`src/rtl/i2cs_pkg.sv`:
```
// Shared types for the I2C register slave.
// Assumes: one bus event at most is of interest per system clock cycle.
package i2cs_pkg;

    // Protocol phases of the slave controller
    typedef enum logic [2:0] {
        ST_IDLE,
        ST_RX,
        ST_RX_ACK,
        ST_TX,
        ST_TX_ACK,
        ST_WAIT
    } bus_st_t;

    // Meaning of the byte currently being received
    typedef enum logic [1:0] {
        BK_DEV,
        BK_SUB,
        BK_DATA
    } byte_kind_t;

    // Bus events decoded in the system clock domain
    typedef struct packed {
        logic start;
        logic stop;
        logic rise;
        logic fall;
        logic sda;
    } bus_ev_t;

endpackage

```
`src/rtl/i2cs_sync.sv`:
```
// Multi-stage synchroniser for asynchronous bus lines.
// Assumes: lines idle high, so the chain resets to all ones.
module i2cs_sync #(
    parameter int WIDTH  = 2,
    parameter int STAGES = 2
) (
    input  logic             clk,
    input  logic             rst_n,
    input  logic [WIDTH-1:0] d_in,
    output logic [WIDTH-1:0] q_out
);

    logic [STAGES-1:0][WIDTH-1:0] chain;

    // Shift the raw levels through the flop chain
    always_ff @(posedge clk) begin
        if (!rst_n) begin
            chain <= '1;
        end else begin
            chain[0] <= d_in;
            for (int i = 1; i < STAGES; i++) begin
                chain[i] <= chain[i-1];
            end
        end
    end

    assign q_out = chain[STAGES-1];

endmodule

```
`src/rtl/i2cs_cond.sv`:
```
// Bus condition decoder: START, STOP and SCL edges from synchronised lines.
// Assumes: inputs are already synchronous to clk.
module i2cs_cond
    import i2cs_pkg::*;
(
    input  logic    clk,
    input  logic    rst_n,
    input  logic    scl_s,
    input  logic    sda_s,
    output bus_ev_t ev
);

    logic scl_q;
    logic sda_q;

    // Remember the previous line levels for edge detection
    always_ff @(posedge clk) begin
        if (!rst_n) begin
            scl_q <= 1'b1;
            sda_q <= 1'b1;
        end else begin
            scl_q <= scl_s;
            sda_q <= sda_s;
        end
    end

    // Classify the current cycle
    always_comb begin
        ev.start = scl_q & scl_s & sda_q & ~sda_s;
        ev.stop  = scl_q & scl_s & ~sda_q & sda_s;
        ev.rise  = ~scl_q & scl_s;
        ev.fall  = scl_q & ~scl_s;
        ev.sda   = sda_s;
    end

endmodule

```
`src/rtl/i2cs_ctrl.sv`:
```
// Slave protocol controller: address match, sub-address, burst write and
// burst read with auto-increment, acknowledge and open-drain data drive.
// Assumes: SCL is slow enough that several clk cycles separate its edges;
// rd_data is valid one cycle after rd_en.
module i2cs_ctrl
    import i2cs_pkg::*;
#(
    parameter int         AW     = 8,
    parameter logic [5:0] DEV_HI = 6'b011000
) (
    input  logic          clk,
    input  logic          rst_n,
    input  logic          strap,
    input  bus_ev_t       ev,
    input  logic [7:0]    rd_data,
    output logic          sda_pull,
    output logic          wr_en,
    output logic [7:0]    wr_data,
    output logic          rd_en,
    output logic [AW-1:0] reg_addr,
    output bus_st_t       st
);

    localparam logic [AW-1:0] ADDR_ONE = AW'(1);
    localparam logic [3:0]    LAST_BIT = 4'd7;
    localparam logic [3:0]    BYTE_END = 4'd8;

    byte_kind_t    kind;
    logic          strap_q;
    logic [3:0]    cnt;
    logic [6:0]    rx_sh;
    logic [7:0]    tx_sh;
    logic          rnw;
    logic          ack_seen;
    logic          rd_fill;
    logic [AW-1:0] addr;
    logic [7:0]    rx_byte;
    logic          dev_hit;

    assign rx_byte  = {rx_sh, ev.sda};
    assign dev_hit  = (rx_byte[7:1] == {DEV_HI, strap_q});
    assign reg_addr = addr;

    // Capture the address strap only while reset is held
    always_ff @(posedge clk) begin
        if (!rst_n) begin
            strap_q <= strap;
        end
    end

    // Protocol state machine and datapath
    always_ff @(posedge clk) begin
        if (!rst_n) begin
            st       <= ST_IDLE;
            kind     <= BK_DEV;
            cnt      <= '0;
            rx_sh    <= '0;
            tx_sh    <= '0;
            rnw      <= 1'b0;
            ack_seen <= 1'b0;
            rd_fill  <= 1'b0;
            addr     <= '0;
            sda_pull <= 1'b0;
            wr_en    <= 1'b0;
            wr_data  <= '0;
            rd_en    <= 1'b0;
        end else begin
            wr_en   <= 1'b0;
            rd_en   <= 1'b0;
            rd_fill <= rd_en;
            if (rd_fill) begin
                tx_sh <= rd_data;
            end
            if (ev.start) begin
                st       <= ST_RX;
                kind     <= BK_DEV;
                cnt      <= '0;
                sda_pull <= 1'b0;
            end else if (ev.stop) begin
                st       <= ST_IDLE;
                sda_pull <= 1'b0;
            end else begin
                case (st)
                    ST_RX: begin
                        if (ev.rise && cnt < BYTE_END) begin
                            rx_sh <= rx_byte[6:0];
                            cnt   <= cnt + 4'd1;
                            if (cnt == LAST_BIT) begin
                                case (kind)
                                    BK_DEV: begin
                                        if (dev_hit) begin
                                            rnw   <= rx_byte[0];
                                            rd_en <= rx_byte[0];
                                        end else begin
                                            st <= ST_WAIT;
                                        end
                                    end
                                    BK_SUB: addr <= rx_byte[AW-1:0];
                                    default: begin
                                        wr_en   <= 1'b1;
                                        wr_data <= rx_byte;
                                    end
                                endcase
                            end
                        end else if (ev.fall && cnt == BYTE_END) begin
                            st       <= ST_RX_ACK;
                            sda_pull <= 1'b1;
                        end
                    end
                    ST_RX_ACK: begin
                        if (ev.fall) begin
                            sda_pull <= 1'b0;
                            cnt      <= '0;
                            case (kind)
                                BK_DEV: begin
                                    if (rnw) begin
                                        st       <= ST_TX;
                                        sda_pull <= ~tx_sh[7];
                                    end else begin
                                        st   <= ST_RX;
                                        kind <= BK_SUB;
                                    end
                                end
                                BK_SUB: begin
                                    st   <= ST_RX;
                                    kind <= BK_DATA;
                                end
                                default: begin
                                    st   <= ST_RX;
                                    addr <= addr + ADDR_ONE;
                                end
                            endcase
                        end
                    end
                    ST_TX: begin
                        if (ev.fall) begin
                            cnt   <= cnt + 4'd1;
                            tx_sh <= {tx_sh[6:0], 1'b0};
                            if (cnt == LAST_BIT) begin
                                sda_pull <= 1'b0;
                                st       <= ST_TX_ACK;
                            end else begin
                                sda_pull <= ~tx_sh[6];
                            end
                        end
                    end
                    ST_TX_ACK: begin
                        if (ev.rise) begin
                            ack_seen <= ~ev.sda;
                            if (ev.sda) begin
                                st <= ST_WAIT;
                            end else begin
                                addr  <= addr + ADDR_ONE;
                                rd_en <= 1'b1;
                            end
                        end else if (ev.fall && ack_seen) begin
                            st       <= ST_TX;
                            cnt      <= '0;
                            ack_seen <= 1'b0;
                            sda_pull <= ~tx_sh[7];
                        end
                    end
                    default: begin
                        sda_pull <= 1'b0;
                    end
                endcase
            end
        end
    end

endmodule

```
`src/rtl/i2c_reg_slave.sv`:
```
// I2C register slave top: synchroniser, condition decoder, controller.
// Assumes: sda_pull drives an external open-drain pad; clk is far faster
// than SCL; the register bank answers rd_en one cycle later on rd_data.
module i2c_reg_slave #(
    parameter int         AW          = 8,
    parameter int         SYNC_STAGES = 2,
    parameter logic [5:0] DEV_HI      = 6'b011000
) (
    input  logic          clk,
    input  logic          rst_n,
    input  logic          addr_strap,
    input  logic          scl_i,
    input  logic          sda_i,
    output logic          sda_pull,
    output logic [AW-1:0] reg_addr,
    output logic          wr_en,
    output logic [7:0]    wr_data,
    output logic          rd_en,
    input  logic [7:0]    rd_data
);

    logic                  scl_s;
    logic                  sda_s;
    i2cs_pkg::bus_ev_t     bus_ev;
    i2cs_pkg::bus_st_t     bus_st;

    i2cs_sync #(
        .WIDTH  (2),
        .STAGES (SYNC_STAGES)
    ) u_sync (
        .clk   (clk),
        .rst_n (rst_n),
        .d_in  ({scl_i, sda_i}),
        .q_out ({scl_s, sda_s})
    );

    i2cs_cond u_cond (
        .clk   (clk),
        .rst_n (rst_n),
        .scl_s (scl_s),
        .sda_s (sda_s),
        .ev    (bus_ev)
    );

    i2cs_ctrl #(
        .AW     (AW),
        .DEV_HI (DEV_HI)
    ) u_ctrl (
        .clk      (clk),
        .rst_n    (rst_n),
        .strap    (addr_strap),
        .ev       (bus_ev),
        .rd_data  (rd_data),
        .sda_pull (sda_pull),
        .wr_en    (wr_en),
        .wr_data  (wr_data),
        .rd_en    (rd_en),
        .reg_addr (reg_addr),
        .st       (bus_st)
    );

endmodule

```
`config.mk`:
```
export PLATFORM = sky130hd
export DESIGN_NAME = i2c_reg_slave
export DESIGN_NICKNAME = d
export VERILOG_FILES = /design/src/rtl/i2cs_pkg.sv /design/src/rtl/i2cs_sync.sv /design/src/rtl/i2cs_cond.sv /design/src/rtl/i2cs_ctrl.sv /design/src/rtl/i2c_reg_slave.sv
export SDC_FILE = /design/constraint.sdc
export NUM_CORES = 1
export LEC_CHECK = 0
export ABC_AREA = 1
export CORE_ASPECT_RATIO = 1.4
export CORE_MARGIN = 5
export CORE_UTILIZATION = 59
export DETAILED_ROUTE_END_ITERATION = 6
export PLACE_DENSITY = 0.83
export SLEW_MARGIN = 0
export SYNTH_ARGS = -nofsm -noshare
export SYNTH_HDL_FRONTEND = slang
export SYNTH_SLANG_ARGS = --single-unit
```
`constraint.sdc`:
```
create_clock -name clk -period 2.6 [get_ports clk]
set_input_delay 0.39 -clock clk [delete_from_list [all_inputs] [get_ports clk]]
set_output_delay 0.39 -clock clk [all_outputs]
set_load 0.03 [all_outputs]
```
==> impl_summary.log <==
[metrics] run status: complete, no violations
[metrics] family of cells with the greatest summed delay on the critical path: buffers and inverters
[metrics] area delta synth->final: 17.0%
[metrics] Peak VDD IR: 0.523 mV
[metrics] worst-case register-to-register setup slack: 0.77 ns
[metrics] routed vias: 2413
[metrics] top library cells by usage in the layout, fill and taps aside: sky130_fd_sc_hd__nand2_1, sky130_fd_sc_hd__dfxtp_1, sky130_fd_sc_hd__nor2_1, sky130_fd_sc_hd__o21ai_0, sky130_fd_sc_hd__inv_1
[metrics] Clock Tree Root: sky130_fd_sc_hd__clkbuf_8
[metrics] Post-Synthesis Cell Area: 2550 um^2
[metrics] reg2reg start: u_sync.q_out[1]$_SDFF_PN1_
[metrics] post-route DRC violation count: 0
[metrics] leading post-synthesis cells by cell area: sky130_fd_sc_hd__dfxtp_1, sky130_fd_sc_hd__nand2_1, sky130_fd_sc_hd__o21ai_0
[metrics] instance area after placement: 2890 um^2
[metrics] HPWL after detailed placement: 4.63 mm
[metrics] Overall Power: 2.48 mW
[metrics] post-CTS setup repair buffer count: 0
[metrics] cell row count: 28
[metrics] global-route wire length before repair: 10.2 mm
[metrics] simple logic cell fraction of the synthesized area: 31.4%
[metrics] initial antenna violation count: 0
[metrics] weighted congestion reported at the end of routability-driven placement: 1.03
[metrics] non-filler cells, final: 443
[metrics] number of buffer and inverter stages on the critical path: 1
[metrics] mux cell area share after synthesis: 0.392%
[metrics] number of placed instances with taps included: 435
[metrics] Leak: 1.18 nW
[metrics] 1st-iter DRT viols: 193
[metrics] CTS buffer count: 5
[metrics] Routed WL per cell: 13.5 um
[metrics] worst slew margin relative to its limit: 47.6%
[metrics] effective utilization at floorplan: 60.7%
[metrics] sequential cell area fraction in the yosys report: 41.9%
[metrics] Hold-fix buffers, CTS: 0
[metrics] Crit path largest cell delay: 0.71 ns
[metrics] Multi-input gate area: 1280 um^2
[metrics] max-cap check violation count: 0
[metrics] fraction of layout cells with a size suffix above 1: 9.30%
[metrics] CP Class: reg2out
[metrics] count of pins on the block boundary: 32
[metrics] power density cells: 829 nW/um^2
[metrics] xor/xnor share of the synthesized area: 0.343%
[metrics] dominant combinational cell family by area after synthesis: simple AND/OR/NAND/NOR gates
[metrics] deepest clock path buffer count: 2
[metrics] launching instance or port of the critical path: u_ctrl.reg_addr[4]$_SDFFE_PN0P_
[metrics] TritonCTS clock tree: yes
[metrics] number of global-route vias before repair: 2386
[metrics] Antenna Cells: 0
[metrics] chip height: 87.8 um
[metrics] part of the cycle the worst path needs: 71.4%
[metrics] insertion delay to the later sink of the worst-skew pair: 0.32 ns
[metrics] number of max-slew violations in the final report: 0
[metrics] worst-path maximum fanout: 7
[metrics] final sum of negative setup slack: 0 ns
[metrics] core outline area: 4200 um^2
[metrics] top cell type by total area after synthesis: sky130_fd_sc_hd__dfxtp_1
[metrics] WP data arrival: 1.47 ns
[metrics] largest net degree at the start of global routing: 24
[metrics] via-per-instance ratio: 5.45
[metrics] Yosys warning total: 0
[metrics] endpoint of the worst register-to-register path: u_ctrl.wr_data[1]$_SDFFE_PN0P_
[metrics] worst-path cell with the longest stage delay: sky130_fd_sc_hd__clkdlybuf4s50_1
[metrics] Yosys cell types: 34
[metrics] FF-to-FF path depth: 6
[metrics] Resized cells post-CTS: 0
[metrics] most common cell after layout, fill and taps aside: sky130_fd_sc_hd__nand2_1
[metrics] final worst setup slack: 0.743 ns
[metrics] area of all sequential standard cells: 1070 um^2
[metrics] Gate Count Post-Synth: 366
[metrics] clk slew on worst S/H paths: 0.11 ns
[metrics] number of nets with antenna violations after routing: 0
[metrics] final hold violation count: 0
[metrics] endpoint class of the critical path: output port
[metrics] final standard cell area without fillers: 2990 um^2
[metrics] Port Buf Inserts: 31
[metrics] CP Capture Point: reg_addr[4]
[metrics] required time worst endpoint: 2.21 ns
[metrics] Min-Delay Path Class: reg2reg
[metrics] Critical Path Start Type: register
[metrics] adder-cell share of the synthesized area: 1.47%
[metrics] complex-gate fraction of the synthesized area: 16.6%
[metrics] final setup fails: 0
[metrics] die extent in x: 65.6 um
[metrics] skew final: 0.00887 ns
[metrics] Tightest Pin Transition: 0.782 ns
[metrics] post-detailed-routing wire length: 5.98 mm
[metrics] grt total ovfl: 0
[metrics] series of cell instances along the critical path: clkdlybuf4s50_1
[metrics] Max Fclk: 538 MHz
[metrics] area of the die: 5760 um^2
[metrics] number of nets in the finished design: 413
[metrics] global router's overall resource usage: 22.9%
[metrics] Fill cells: 342
[metrics] Max H-tree Level: 2
[metrics] synthesized area per cell: 6.98 um^2
[metrics] clock sink count: 53
[metrics] Setup Slack @ Placement: 0.782 ns
[metrics] path length in cells of the critical path: 1
[metrics] share of the core filled with cells: 71.1%
[metrics] Post-Synthesis Net Count: 382
[metrics] total iterations of the first detailed-routing run: 4
[metrics] worst-case hold slack: 0.424 ns
[metrics] unrepaired setup endpoints after global routing: false
[metrics] area share of the largest cell type after synthesis: 40.8%
[metrics] number of register bits inferred by synthesis: 53
[metrics] Tmin final: 1.86 ns
==> power breakdown <==
part / internal, mW / switching (mW) / total (mW)
logic: 0.329 / 0.696 / 1.02
registers: 0.882 / 0.0651 / 0.947
clock network: 0.197 / 0.308 / 0.505
total: 1.41 / 1.07 / 2.48
==> area by class of cell <==
type / count / area share, %
tap: 45 / 1.88
timing repair buffer: 33 / 10.9
multi-input combinational: 261 / 42.8
clock buffer: 5 / 2.30
inverter: 43 / 5.40
sequential: 53 / 35.8
clock inverter: 3 / 0.838
==> registers in the layout, summed over array words and instances (netlist names) <==
name	cells
u_ctrl.rnw	1
u_ctrl.tx_sh	8
u_ctrl.rd_en	1
u_ctrl.wr_en	1
u_ctrl.kind	2
u_sync.q_out	2
u_cond.sda_q	1
u_ctrl.ack_seen	1
u_ctrl.reg_addr	8
u_cond.scl_q	1
u_ctrl.wr_data	8
u_ctrl.sda_pull	1
u_sync.chain	2
u_ctrl.rd_fill	1
u_ctrl.rx_sh	7
u_ctrl.st	3
u_ctrl.strap_q	1
u_ctrl.cnt	4
==> worst min-delay path by stage <==
stage,from,to,depth (start not counted)
4_1_cts,u_sync.chain[0]$_SDFF_PN1_,u_sync.q_out[0]$_SDFF_PN1_,1
5_1_grt,u_sync.chain[0]$_SDFF_PN1_,u_sync.q_out[0]$_SDFF_PN1_,1
6_report,u_sync.chain[0]$_SDFF_PN1_,u_sync.q_out[0]$_SDFF_PN1_,1
3_5_place_dp,u_sync.chain[1]$_SDFF_PN1_,u_sync.q_out[1]$_SDFF_PN1_,1
2_1_floorplan,u_sync.chain[0]$_SDFF_PN1_,u_sync.q_out[0]$_SDFF_PN1_,1
3_3_place_gp,u_sync.chain[0]$_SDFF_PN1_,u_sync.q_out[0]$_SDFF_PN1_,1
==> cell families (layout without fill, tap and decap cells) <==
group | count (synthesis) | count (layout)
and+or+nand+nor | 179 | 179
AOI/OAI and AO/OA | 77 | 77
DFF | 53 | 53
buffers and inverters | 52 | 84
adders and majority gates | 3 | 3
xor gates and xnor gates | 1 | 1
muxes | 1 | 1
==> Yosys cell counts, drive strengths merged <==
cell type / number
or2: 6
nor3: 9
mux2i: 1
nand3: 23
clkbuf: 5
nand2: 81
nor4: 3
and2: 1
o21bai: 2
a211oi: 7
o21ai: 38
nand3b: 2
edfxtp: 1
nor2: 49
buf: 4
ha: 3
xnor2: 1
a21o: 1
dfxtp: 52
a31oi: 1
nand4: 5
a21oi: 27
inv: 43
o221ai: 1
==> per-layer routing <==
layer | part of all wire (%) | GRT usage (%) | up-vias
met1 | 40 | 23.6 | 1071
met4 | 4.2 | 14.0 | 0
met2 | 52 | 42.5 | 57
met5 | 0 | 0 | -
li1 | - | - | 1260
met3 | 3.6 | 3.72 | 25
Power figures use the tool's default switching activity.
